$ cat config.mk
export PLATFORM = sky130hd
export DESIGN_NAME = rid_xlate_table
export DESIGN_NICKNAME = d
export VERILOG_FILES = /design/src/rtl/rxt_pkg.sv /design/src/rtl/rxt_regfile.sv /design/src/rtl/rxt_match.sv /design/src/rtl/rxt_result_reg.sv /design/src/rtl/rid_xlate_table.sv
export SDC_FILE = /design/constraint.sdc
export NUM_CORES = 2
export LEC_CHECK = 0
export ABC_AREA = 1
export BUFFER_PORTS_ARGS = -buffer_cell sky130_fd_sc_hd__buf_2
export CORE_AREA = 2 2 623 563
export CTS_CLUSTER_DIAMETER = 120
export DETAILED_ROUTE_END_ITERATION = 8
export DIE_AREA = 0 0 625 565
export PLACE_DENSITY_LB_ADDON = 0.2
export SETUP_SLACK_MARGIN = 0.05
export SLEW_MARGIN = 20
export SYNTH_ARGS = -nofsm -noshare
export SYNTH_HDL_FRONTEND = slang
export SYNTH_SLANG_ARGS = --single-unit
$ cat constraint.sdc
create_clock -name clk -period 4.2 [get_ports clk]
set_clock_uncertainty 0.15 [all_clocks]
set_input_delay 0.21 -clock clk [delete_from_list [all_inputs] [get_ports clk]]
set_output_delay 0.21 -clock clk [all_outputs]
set_load 0.01 [all_outputs]
$ cat src/rtl/rxt_pkg.sv
`timescale 1ns/1ps
package rxt_pkg;
  typedef enum logic [1:0] {
    FLD_CTRL = 2'd0,
    FLD_KEY  = 2'd1,
    FLD_RES  = 2'd2,
    FLD_DFLT = 2'd3
  } field_e;

  localparam int CFG_DATA_W = 32;
  localparam int TYPE_LSB   = 16;
  localparam int FLD_W      = 2;
endpackage

$ cat src/rtl/rxt_regfile.sv
`timescale 1ns/1ps
module rxt_regfile #(
  parameter int N_ENTRIES = 32,
  parameter int ID_W      = 16,
  parameter int VID_W     = 12,
  parameter int TYPE_W    = 2,
  parameter int IDX_W     = 5,
  parameter int ADDR_W    = 7
) (
  input  logic                              clk,
  input  logic                              rst_n,
  input  logic                              cfg_wr_en,
  input  logic [ADDR_W-1:0]                 cfg_addr,
  input  logic [rxt_pkg::CFG_DATA_W-1:0]    cfg_wdata,
  output logic [rxt_pkg::CFG_DATA_W-1:0]    cfg_rdata,
  output logic [N_ENTRIES-1:0]              en_vec,
  output logic [N_ENTRIES-1:0][ID_W-1:0]    match_tab,
  output logic [N_ENTRIES-1:0][ID_W-1:0]    mask_tab,
  output logic [N_ENTRIES-1:0][VID_W-1:0]   vid_tab,
  output logic [N_ENTRIES-1:0][TYPE_W-1:0]  type_tab,
  output logic [VID_W-1:0]                  dflt_vid,
  output logic [TYPE_W-1:0]                 dflt_type
);
  import rxt_pkg::*;

  localparam int KEY_W = 2 * ID_W;

  field_e             fld;
  logic [IDX_W-1:0]   sel_idx;
  logic               unused_wdata;

  assign fld          = field_e'(cfg_addr[FLD_W-1:0]);
  assign sel_idx      = cfg_addr[ADDR_W-1:FLD_W];
  assign unused_wdata = ^cfg_wdata;

  // Per-entry storage
  for (genvar e = 0; e < N_ENTRIES; e++) begin : g_ent
    logic              hit_this;
    logic              en_q;
    logic [ID_W-1:0]   match_q;
    logic [ID_W-1:0]   mask_q;
    logic [VID_W-1:0]  vid_q;
    logic [TYPE_W-1:0] type_q;

    assign hit_this = cfg_wr_en && (sel_idx == IDX_W'(e));

    always_ff @(posedge clk or negedge rst_n) begin
      if (!rst_n) begin
        en_q    <= 1'b0;
        match_q <= '0;
        mask_q  <= '0;
        vid_q   <= '0;
        type_q  <= '0;
      end else if (hit_this) begin
        case (fld)
          FLD_CTRL: en_q <= cfg_wdata[0];
          FLD_KEY: begin
            match_q <= cfg_wdata[ID_W-1:0];
            mask_q  <= cfg_wdata[KEY_W-1:ID_W];
          end
          FLD_RES: begin
            vid_q  <= cfg_wdata[VID_W-1:0];
            type_q <= cfg_wdata[TYPE_LSB +: TYPE_W];
          end
          default: ;
        endcase
      end
    end

    assign en_vec[e]    = en_q;
    assign match_tab[e] = match_q;
    assign mask_tab[e]  = mask_q;
    assign vid_tab[e]   = vid_q;
    assign type_tab[e]  = type_q;
  end

  // Default pair
  always_ff @(posedge clk or negedge rst_n) begin
    if (!rst_n) begin
      dflt_vid  <= '0;
      dflt_type <= '0;
    end else if (cfg_wr_en && fld == FLD_DFLT) begin
      dflt_vid  <= cfg_wdata[VID_W-1:0];
      dflt_type <= cfg_wdata[TYPE_LSB +: TYPE_W];
    end
  end

  function automatic logic [CFG_DATA_W-1:0] pack_result(
    input logic [VID_W-1:0] v, input logic [TYPE_W-1:0] t);
    logic [CFG_DATA_W-1:0] w;
    w = '0;
    w[VID_W-1:0]         = v;
    w[TYPE_LSB +: TYPE_W] = t;
    return w;
  endfunction

  // Read mux
  always_comb begin
    cfg_rdata = '0;
    if (fld == FLD_DFLT) begin
      cfg_rdata = pack_result(dflt_vid, dflt_type);
    end else if (int'(sel_idx) < N_ENTRIES) begin
      case (fld)
        FLD_CTRL: cfg_rdata[0] = en_vec[sel_idx];
        FLD_KEY:  cfg_rdata[KEY_W-1:0] = {mask_tab[sel_idx], match_tab[sel_idx]};
        FLD_RES:  cfg_rdata = pack_result(vid_tab[sel_idx], type_tab[sel_idx]);
        default:  cfg_rdata = '0;
      endcase
    end
  end
endmodule

$ cat src/rtl/rxt_match.sv
`timescale 1ns/1ps
module rxt_match #(
  parameter int N_ENTRIES = 32,
  parameter int ID_W      = 16,
  parameter int VID_W     = 12,
  parameter int TYPE_W    = 2,
  parameter int IDX_W     = 5
) (
  input  logic [ID_W-1:0]                   reqid,
  input  logic [N_ENTRIES-1:0]              en_vec,
  input  logic [N_ENTRIES-1:0][ID_W-1:0]    match_tab,
  input  logic [N_ENTRIES-1:0][ID_W-1:0]    mask_tab,
  input  logic [N_ENTRIES-1:0][VID_W-1:0]   vid_tab,
  input  logic [N_ENTRIES-1:0][TYPE_W-1:0]  type_tab,
  input  logic [VID_W-1:0]                  dflt_vid,
  input  logic [TYPE_W-1:0]                 dflt_type,
  output logic [N_ENTRIES-1:0]              hit_vec,
  output logic [N_ENTRIES-1:0]              sel_oh,
  output logic                              any_hit,
  output logic [IDX_W-1:0]                  hit_idx,
  output logic [VID_W-1:0]                  res_vid,
  output logic [TYPE_W-1:0]                 res_type
);
  function automatic logic entry_fires(
    input logic en, input logic [ID_W-1:0] id,
    input logic [ID_W-1:0] cmp, input logic [ID_W-1:0] msk);
    return en && ((id & msk) == cmp);
  endfunction

  for (genvar e = 0; e < N_ENTRIES; e++) begin : g_cmp
    assign hit_vec[e] = entry_fires(en_vec[e], reqid, match_tab[e], mask_tab[e]);
  end

  // Lowest index wins: scan downward, last write is the lowest hit
  always_comb begin
    sel_oh  = '0;
    hit_idx = '0;
    any_hit = 1'b0;
    for (int i = N_ENTRIES - 1; i >= 0; i--) begin
      if (hit_vec[i]) begin
        sel_oh    = '0;
        sel_oh[i] = 1'b1;
        hit_idx   = IDX_W'(i);
        any_hit   = 1'b1;
      end
    end
  end

  // One-hot AND-OR result select with default fallback
  always_comb begin
    logic [VID_W-1:0]  v;
    logic [TYPE_W-1:0] t;
    v = '0;
    t = '0;
    for (int i = 0; i < N_ENTRIES; i++) begin
      v = v | ({VID_W{sel_oh[i]}} & vid_tab[i]);
      t = t | ({TYPE_W{sel_oh[i]}} & type_tab[i]);
    end
    res_vid  = any_hit ? v : dflt_vid;
    res_type = any_hit ? t : dflt_type;
  end
endmodule

$ cat src/rtl/rxt_result_reg.sv
`timescale 1ns/1ps
module rxt_result_reg #(
  parameter int VID_W  = 12,
  parameter int TYPE_W = 2,
  parameter int IDX_W  = 5
) (
  input  logic              clk,
  input  logic              rst_n,
  input  logic              in_valid,
  input  logic              in_hit,
  input  logic [IDX_W-1:0]  in_idx,
  input  logic [VID_W-1:0]  in_vid,
  input  logic [TYPE_W-1:0] in_type,
  output logic              out_valid,
  output logic              out_hit,
  output logic [IDX_W-1:0]  out_idx,
  output logic [VID_W-1:0]  out_vid,
  output logic [TYPE_W-1:0] out_type
);
  always_ff @(posedge clk or negedge rst_n) begin
    if (!rst_n) begin
      out_valid <= 1'b0;
      out_hit   <= 1'b0;
      out_idx   <= '0;
      out_vid   <= '0;
      out_type  <= '0;
    end else begin
      out_valid <= in_valid;
      if (in_valid) begin
        out_hit  <= in_hit;
        out_idx  <= in_idx;
        out_vid  <= in_vid;
        out_type <= in_type;
      end
    end
  end
endmodule

$ cat src/rtl/rid_xlate_table.sv
`timescale 1ns/1ps
module rid_xlate_table #(
  parameter int N_ENTRIES = 32,
  parameter int ID_W      = 16,
  parameter int VID_W     = 12,
  parameter int TYPE_W    = 2,
  localparam int IDX_W    = (N_ENTRIES > 1) ? $clog2(N_ENTRIES) : 1,
  localparam int ADDR_W   = IDX_W + rxt_pkg::FLD_W
) (
  input  logic                           clk,
  input  logic                           rst_n,
  input  logic                           cfg_wr_en,
  input  logic [ADDR_W-1:0]              cfg_addr,
  input  logic [rxt_pkg::CFG_DATA_W-1:0] cfg_wdata,
  output logic [rxt_pkg::CFG_DATA_W-1:0] cfg_rdata,
  input  logic                           rd_valid,
  input  logic [ID_W-1:0]                rd_reqid,
  output logic                           rd_res_valid,
  output logic                           rd_res_hit,
  output logic [IDX_W-1:0]               rd_res_idx,
  output logic [VID_W-1:0]               rd_res_vid,
  output logic [TYPE_W-1:0]              rd_res_type,
  input  logic                           wr_valid,
  input  logic [ID_W-1:0]                wr_reqid,
  output logic                           wr_res_valid,
  output logic                           wr_res_hit,
  output logic [IDX_W-1:0]               wr_res_idx,
  output logic [VID_W-1:0]               wr_res_vid,
  output logic [TYPE_W-1:0]              wr_res_type
);
  // Shared table contents
  logic [N_ENTRIES-1:0]             en_vec;
  logic [N_ENTRIES-1:0][ID_W-1:0]   match_tab;
  logic [N_ENTRIES-1:0][ID_W-1:0]   mask_tab;
  logic [N_ENTRIES-1:0][VID_W-1:0]  vid_tab;
  logic [N_ENTRIES-1:0][TYPE_W-1:0] type_tab;
  logic [VID_W-1:0]                 dflt_vid;
  logic [TYPE_W-1:0]                dflt_type;

  // Per-port internal events, named for the checker
  logic [N_ENTRIES-1:0] rd_hit_vec, rd_sel_oh, wr_hit_vec, wr_sel_oh;
  logic                 rd_any_hit, wr_any_hit;
  logic [IDX_W-1:0]     rd_idx_c, wr_idx_c;
  logic [VID_W-1:0]     rd_vid_c, wr_vid_c;
  logic [TYPE_W-1:0]    rd_type_c, wr_type_c;

  rxt_regfile #(
    .N_ENTRIES(N_ENTRIES), .ID_W(ID_W), .VID_W(VID_W), .TYPE_W(TYPE_W),
    .IDX_W(IDX_W), .ADDR_W(ADDR_W)
  ) u_regs (
    .clk(clk), .rst_n(rst_n), .cfg_wr_en(cfg_wr_en), .cfg_addr(cfg_addr),
    .cfg_wdata(cfg_wdata), .cfg_rdata(cfg_rdata), .en_vec(en_vec),
    .match_tab(match_tab), .mask_tab(mask_tab), .vid_tab(vid_tab),
    .type_tab(type_tab), .dflt_vid(dflt_vid), .dflt_type(dflt_type)
  );

  rxt_match #(
    .N_ENTRIES(N_ENTRIES), .ID_W(ID_W), .VID_W(VID_W), .TYPE_W(TYPE_W), .IDX_W(IDX_W)
  ) u_rd_match (
    .reqid(rd_reqid), .en_vec(en_vec), .match_tab(match_tab), .mask_tab(mask_tab),
    .vid_tab(vid_tab), .type_tab(type_tab), .dflt_vid(dflt_vid), .dflt_type(dflt_type),
    .hit_vec(rd_hit_vec), .sel_oh(rd_sel_oh), .any_hit(rd_any_hit),
    .hit_idx(rd_idx_c), .res_vid(rd_vid_c), .res_type(rd_type_c)
  );

  rxt_match #(
    .N_ENTRIES(N_ENTRIES), .ID_W(ID_W), .VID_W(VID_W), .TYPE_W(TYPE_W), .IDX_W(IDX_W)
  ) u_wr_match (
    .reqid(wr_reqid), .en_vec(en_vec), .match_tab(match_tab), .mask_tab(mask_tab),
    .vid_tab(vid_tab), .type_tab(type_tab), .dflt_vid(dflt_vid), .dflt_type(dflt_type),
    .hit_vec(wr_hit_vec), .sel_oh(wr_sel_oh), .any_hit(wr_any_hit),
    .hit_idx(wr_idx_c), .res_vid(wr_vid_c), .res_type(wr_type_c)
  );

  rxt_result_reg #(.VID_W(VID_W), .TYPE_W(TYPE_W), .IDX_W(IDX_W)) u_rd_out (
    .clk(clk), .rst_n(rst_n), .in_valid(rd_valid), .in_hit(rd_any_hit),
    .in_idx(rd_idx_c), .in_vid(rd_vid_c), .in_type(rd_type_c),
    .out_valid(rd_res_valid), .out_hit(rd_res_hit), .out_idx(rd_res_idx),
    .out_vid(rd_res_vid), .out_type(rd_res_type)
  );

  rxt_result_reg #(.VID_W(VID_W), .TYPE_W(TYPE_W), .IDX_W(IDX_W)) u_wr_out (
    .clk(clk), .rst_n(rst_n), .in_valid(wr_valid), .in_hit(wr_any_hit),
    .in_idx(wr_idx_c), .in_vid(wr_vid_c), .in_type(wr_type_c),
    .out_valid(wr_res_valid), .out_hit(wr_res_hit), .out_idx(wr_res_idx),
    .out_vid(wr_res_vid), .out_type(wr_res_type)
  );
endmodule

Yosys cells after proc, flatten, opt, wreduce, memory -nomap -nowiden. Index checks and enable logic that the tools add are counted.

Reduce and logical (&&, ||, !) cells: 195. Mux-type cells: 209. Magnitude comparators: 1. Bitwise logic cells: 316. Eq/ne operators: 98.

Operator list (count): 32-bit 2-to-1 mux (65); 16-bit AND (64); 16-bit equality test (64); 12-bit AND (64); 12-bit bitwise OR (62); 5-bit 2-to-1 mux (64); 2-bit AND reduction (96); 16-bit binary-select mux with 5-bit select (2); 2-bit AND (64); 2-bit bitwise OR (62); 1-bit logical AND (97); 5-bit equality test, second input constant (16); 1-bit 2-to-1 mux (65); 31-bit one-hot mux with 2 select lines (1); 12-bit binary-select mux with 5-bit select (1); 5-bit by 4-bit equality test with 1-bit output, second input constant (8); 12-bit 2-to-1 mux (3); 16-bit 2-to-1 mux (2); 5-bit by 3-bit equality test with 1-bit output, second input constant (4); 2-bit binary-select mux with 5-bit select (1); 5-bit by 2-bit equality test with 1-bit output, second input constant (2); 5-bit by 6-bit less-than comparator with 1-bit output, second input constant (1); 2-bit 2-to-1 mux (3); 1-bit binary-select mux with 5-bit select (1); 6 further kinds (7).

Output and inout bits: 74. Logic and storage cells: 991. Bits of input ports: 76. Register bits after elaboration: 1560.

Logic depth before layout (Yosys ltp).
Depth in word-level cells: 68. Depth in mapped cells: 29. Mapped depth without buffers: 26.

Hierarchy. Synthesis repeated with hierarchy kept, for this count alone.

Cell total of the unflattened synthesis: 14553. Area total of the unflattened synthesis: 98762.2 µm².

By module, submodules not included: rxt_regfile (area an instance 66776.5 µm², times used 1, seq. area each 37986.4 µm², cells an instance 8049); rxt_match (area an instance 15200.8 µm², times used 2, seq. area each 0.0 µm², cells an instance 3166); rxt_result_reg (area an instance 792.0 µm², times used 2, seq. area each 525.5 µm², cells an instance 86).

Worst setup path after synthesis. No wires, ideal clock.

Kind: input to output. From: input port cfg_addr[3]. To: output port cfg_rdata[20] (netlist name). Stages: 9. Arrival time: 2305 ps. Setup slack: 1535 ps. Cells stage by stage: clkbuf_1 nor2_1 clkbuf_1 clkbuf_1 buf_1 a22oi_1 a31oi_1 nor3_1 a221oi_1.

Word-level cells in the longest chain between the ends: 4.

RTL lines: start: declaration (line rid_xlate_table.sv:13) `input logic [ADDR_W-1:0] cfg_addr,`; 16-bit binary-select mux with 5-bit select (line rxt_regfile.sv:105) `FLD_KEY: cfg_rdata[KEY_W-1:0] = {mask_tab[sel_idx], match_tab[sel_idx]};`; 16-bit 2-to-1 mux (implied by the code) (line rxt_regfile.sv:105); 31-bit one-hot mux with 2 select lines (line rxt_regfile.sv:103) `case (fld)`; 32-bit 2-to-1 mux (line rxt_regfile.sv:100) `if (fld == FLD_DFLT) begin`; end: declaration (line rid_xlate_table.sv:15) `output logic [rxt_pkg::CFG_DATA_W-1:0] cfg_rdata,`.

Every way passes these cells. The select of a mux whose other input is x is not followed.

Final worst setup path.
From: register u_regs.g_ent[2].en_q. To: output port cfg_rdata[0] (netlist name).

Word-level cells in the longest chain between the ends: 4.

RTL lines: start: declaration (line rxt_regfile.sv:39) `logic en_q;`; start signal: assignment (line rxt_regfile.sv:56) `FLD_CTRL: en_q <= cfg_wdata[0];`; 1-bit binary-select mux with 5-bit select (line rxt_regfile.sv:104) `FLD_CTRL: cfg_rdata[0] = en_vec[sel_idx];`; 1-bit 2-to-1 mux (implied by the code) (line rxt_regfile.sv:104); 1-bit one-hot mux with 3 select lines (line rxt_regfile.sv:103); 32-bit 2-to-1 mux (line rxt_regfile.sv:100).

Every way passes these cells. The select of a mux whose other input is x is not followed.

==> flow_summary_export.csv <==
group,metric,value,unit
job,maxCapViolations,0,
clock_tree,cts_made_buffers,199,
synth,async_reset_ff_frac,1.00,
critical_path,crit_cells,8,
status,violations,"negative setup slack",
final_layout,drive_above_1_share,0.133,
synth,ys_seq_elements,1560,
placement,dp_hpwl,485000,µm
global_routing,grt_pass1_vias,99945,
critical_path,r2r_cells,18,
critical_path,crit_chain,"inv_1 > o22ai_1 > o21ai_0 > o2111ai_1 > o221ai_1 > a41oi_1 > buf_4 > buf_2",
die,dieArea,353000,µm²
die,io_pins,150,
critical_path,crit_slowest_cell,"o21ai_0",
final_layout,final_cell_mix,"nand2_1, o21ai_0, dfrtp_1, nand3_1, inv_1",
sta,slew_headroom,0.190,
critical_path,r2r-start,"u_regs.g_ent[8].mask_q[10]$_DFFE_PN0P_",
critical_path,slowest_delay,630,ps
placement,routabilityCongestion,1.04,
clock_tree,cts_tree,"built",
die,die_x,625,µm
clock_tree,root_buffer,"clkbuf_16",
die,fp-row-count,205,
synth,synth_top_cell_area_share,0.404,
synth,ys_seq_area_frac,0.404,
critical_path,critPathMaxFanout,3,
power_and_ir_drop,vdd_ir_drop_max,298,µV
drt,drt_pre_antenna_iters,7,
sta,drv_slew,0,
die,start_util,0.279,
final_layout,layout_commonest_cell,"nand2_1",
power_and_ir_drop,leakage,51.0,nW
clock_tree,path_clk_slew,60,ps
global_routing,gr-usage-all-layers,0.358,
global_routing,grt_max_degree,149,
critical_path,worst-path-buf-inv,3,
global_routing,antenna_found_initial,81,
drt,drc,0,
critical_path,crit_path_start,"u_regs.g_ent[2].en_q$_DFFE_PN0P_",
synth,synth_edf_count,0,
clock_tree,h-tree-depth,4,
synth,yosys.area.top_type,"dfrtp_1",
critical_path,r2r_slack,60,ps
drt,drt_iter0_drc,18875,
global_routing,overflow,0,
critical_path,cp.required,3840,ps
sta,fmax,0.238,GHz
critical_path,path_delay_family,"compound AO/OA/AOI/OAI gates",
synth,ys.flop_type,"dfrtp_1",
clock_tree,clock_latency,970,ps
global_routing,grtUsageMet2,0.508,
drt,routed_via_density,5.77,
global_routing,grtUsageMet3,0.0912,
synth,synth_nets,13840,
synth,synth_cells,13760,
power_and_ir_drop,total_power,51.8,mW
critical_path,arrival,3840,ps
clock_tree,clkSinkCount,1560,
global_routing,grt.busiest_layer,"met2",
final_layout,utilization,0.341,
synth,yosysWarnings,0,
placement,port_buffers,149,
global_routing,use_met1,0.497,
die,die_y,565,µm
sta,finalWorstSetupSlack,-4.39,ps
status,status,"finished, violations left",
synth,netlist_top_cells_area,"dfrtp_1, nand2_1, o21ai_0",
critical_path,timing.rr.end,"u_wr_out.out_type[0]$_DFFE_PN0P_",
final_layout,fin_nets,14478,
final_layout,layout-area-overhead-vs-synth,22.3,%
sta,period_share,1.00,
sta,period_minus_slack,4200,ps
critical_path,crit_end,"cfg_rdata[0]",
hold_path,hp-class,"in2reg",
sta,worst_slew_pin_slew,1220,ps
drt,vias,110400,
clock_tree,cts_buffer_depth,4,
synth,synth.avg_cell_area,7.02,µm²
die,core-area,346000,µm²
sta,timing.hold.ws,47.7,ps
critical_path,endpoint_kind,"output pin",
sta,rsz0062_at_grt,"true",
drt,ant_nets,0,
synth,ys_types,67,
global_routing,grt_pass1_wl,878000,µm
final_layout,multi_input_area,49500,µm²
drt,avgRoutedWirePerCell,34.1,µm
sta,finalSetupViolations,1,
synth,synth.cell_area,96600,µm²
drt,wirelength,653000,µm
critical_path,worstSetupPathType,"reg2out",
sta,finalHoldViolCount,0,
final_layout,fillers,37476,
final_layout,regArea,39000,µm²
power_and_ir_drop,pwr_density_cell,439,nW/µm²
critical_path,start_kind,"register",
[cell families after synthesis]
kind of cell / Yosys count / share of synthesized area
buffers and inverters: 2089 / 0.0883
and+or+nand+nor: 6507 / 0.289
adders and majority gates: 4 / 0.000518
xor gates and xnor gates: 380 / 0.0345
DFF: 1560 / 0.404
muxes: 1 / 0.000104
AOI/OAI and AO/OA: 3219 / 0.184
[cell usage after synthesis (4+ instances only)]
master,instances
o21ai_0,2214
a221oi_1,64
o221ai_1,39
nor2_1,872
nor2b_1,4
a31oi_1,79
o22ai_1,285
buf_6,33
a211oi_1,5
ha_1,4
and3_1,6
nor2_4,12
nand2_2,20
nand2_1,3588
nor4_1,12
o2111ai_1,34
buf_1,72
nand3_2,17
a22oi_1,148
o211ai_1,64
dfrtp_1,1560
nor3_2,6
a21oi_1,181
clkinv_1,5
inv_1,1098
nor3b_1,4
buf_2,110
xnor2_1,21
inv_2,27
a22o_1,10
buf_4,78
nand4_1,302
clkbuf_1,661
xor2_1,359
nor2_2,17
nand3b_1,27
nor3_1,272
o31ai_1,4
or2_2,4
and2_1,7
nand3_1,1321
o21ai_1,73
[report_power, final]
part           switching, mW  internal (mW)  leakage [nW]  total (mW)
Combinational           10.0           4.40          26.4        14.4
Clock                   7.83           11.3          3.42        19.1
Sequential              1.90           16.4          21.2        18.3
Total                   19.8           32.0          51.0        51.8
[registers in the layout, indices dropped and copies added, names as in the netlist]
name and flops:
u_wr_out.out_valid 1, u_rd_out.out_idx 5, u_regs.g_ent.type_q 64, u_regs.g_ent.vid_q 384
u_wr_out.out_type 2, u_wr_out.out_vid 12, u_rd_out.out_hit 1, u_wr_out.out_hit 1
u_rd_out.out_vid 12, u_rd_out.out_type 2, u_regs.g_ent.mask_q 512, u_regs.g_ent.match_q 512
u_regs.dflt_vid 12, u_wr_out.out_idx 5, u_rd_out.out_valid 1, u_regs.dflt_type 2
u_regs.g_ent.en_q 32
[metal layers]
layer | wire length (µm) | vias to the layer above
met1 | 274000 | 54289
met3 | 75500 | 1313
li1 | - | 47445
met5 | 332 | -
met2 | 262000 | 7321
met4 | 41000 | 32
[stage by stage]
stage / std cells / cell area, µm² / TNS [ps] / worst slack, ps
finish: 19142 / 118000 / -4.39 / -4.39
global placement: 18704 / 110000 / -3740 / -458
global route: 19114 / 118000 / 0 / 46.9
CTS: 19108 / 118000 / 0 / 56.7
detailed placement: 18704 / 110000 / -2920 / -490
floorplan: 13760 / 96600 / 0 / 1540
[worst min-delay path by stage]
stage	startpoint	to	slack, ps	cells past startpoint
after floorplan	rst_n	u_rd_out.out_hit$_DFFE_PN0P_	-240	0
after global placement	rst_n	u_regs.g_ent[5].mask_q[9]$_DFFE_PN0P_	-10	1
after detailed placement	rst_n	u_regs.g_ent[5].mask_q[9]$_DFFE_PN0P_	6	1
after CTS	cfg_addr[3]	u_regs.g_ent[18].en_q$_DFFE_PN0P_	2	6
after global routing	wr_valid	u_wr_out.out_hit$_DFFE_PN0P_	60	3
final	cfg_addr[3]	u_regs.g_ent[18].en_q$_DFFE_PN0P_	50	6
[timing repair]
action / 4_1_cts / 5_1_grt
gates resized for setup: 17 / 27
hold endpoints to repair: 2302 / 0
cloned: 1 / 0
endpoints found under the setup margin: 11 / 23
hold buffers: 39 / 0
buffers inserted: 4 / 3
pin swaps: 1 / 4
[cell type report]
type                            count  area share
Antenna cell                       31    0.000657
Clock buffer                      272      0.0487
Clock inverter                     88      0.0108
Inverter                         1132      0.0365
Multi-Input combinational cell  10112       0.419
Sequential cell                  1560       0.330
Tap cell                         4554      0.0482
Timing Repair Buffer             1393       0.106
[worst min-delay path, delay by kind of cell]
family	cells	cell delay, ps
buf+inv	2	310
simple gates	3	450
compound gates	1	80
(Power assumes the default switching activity.)
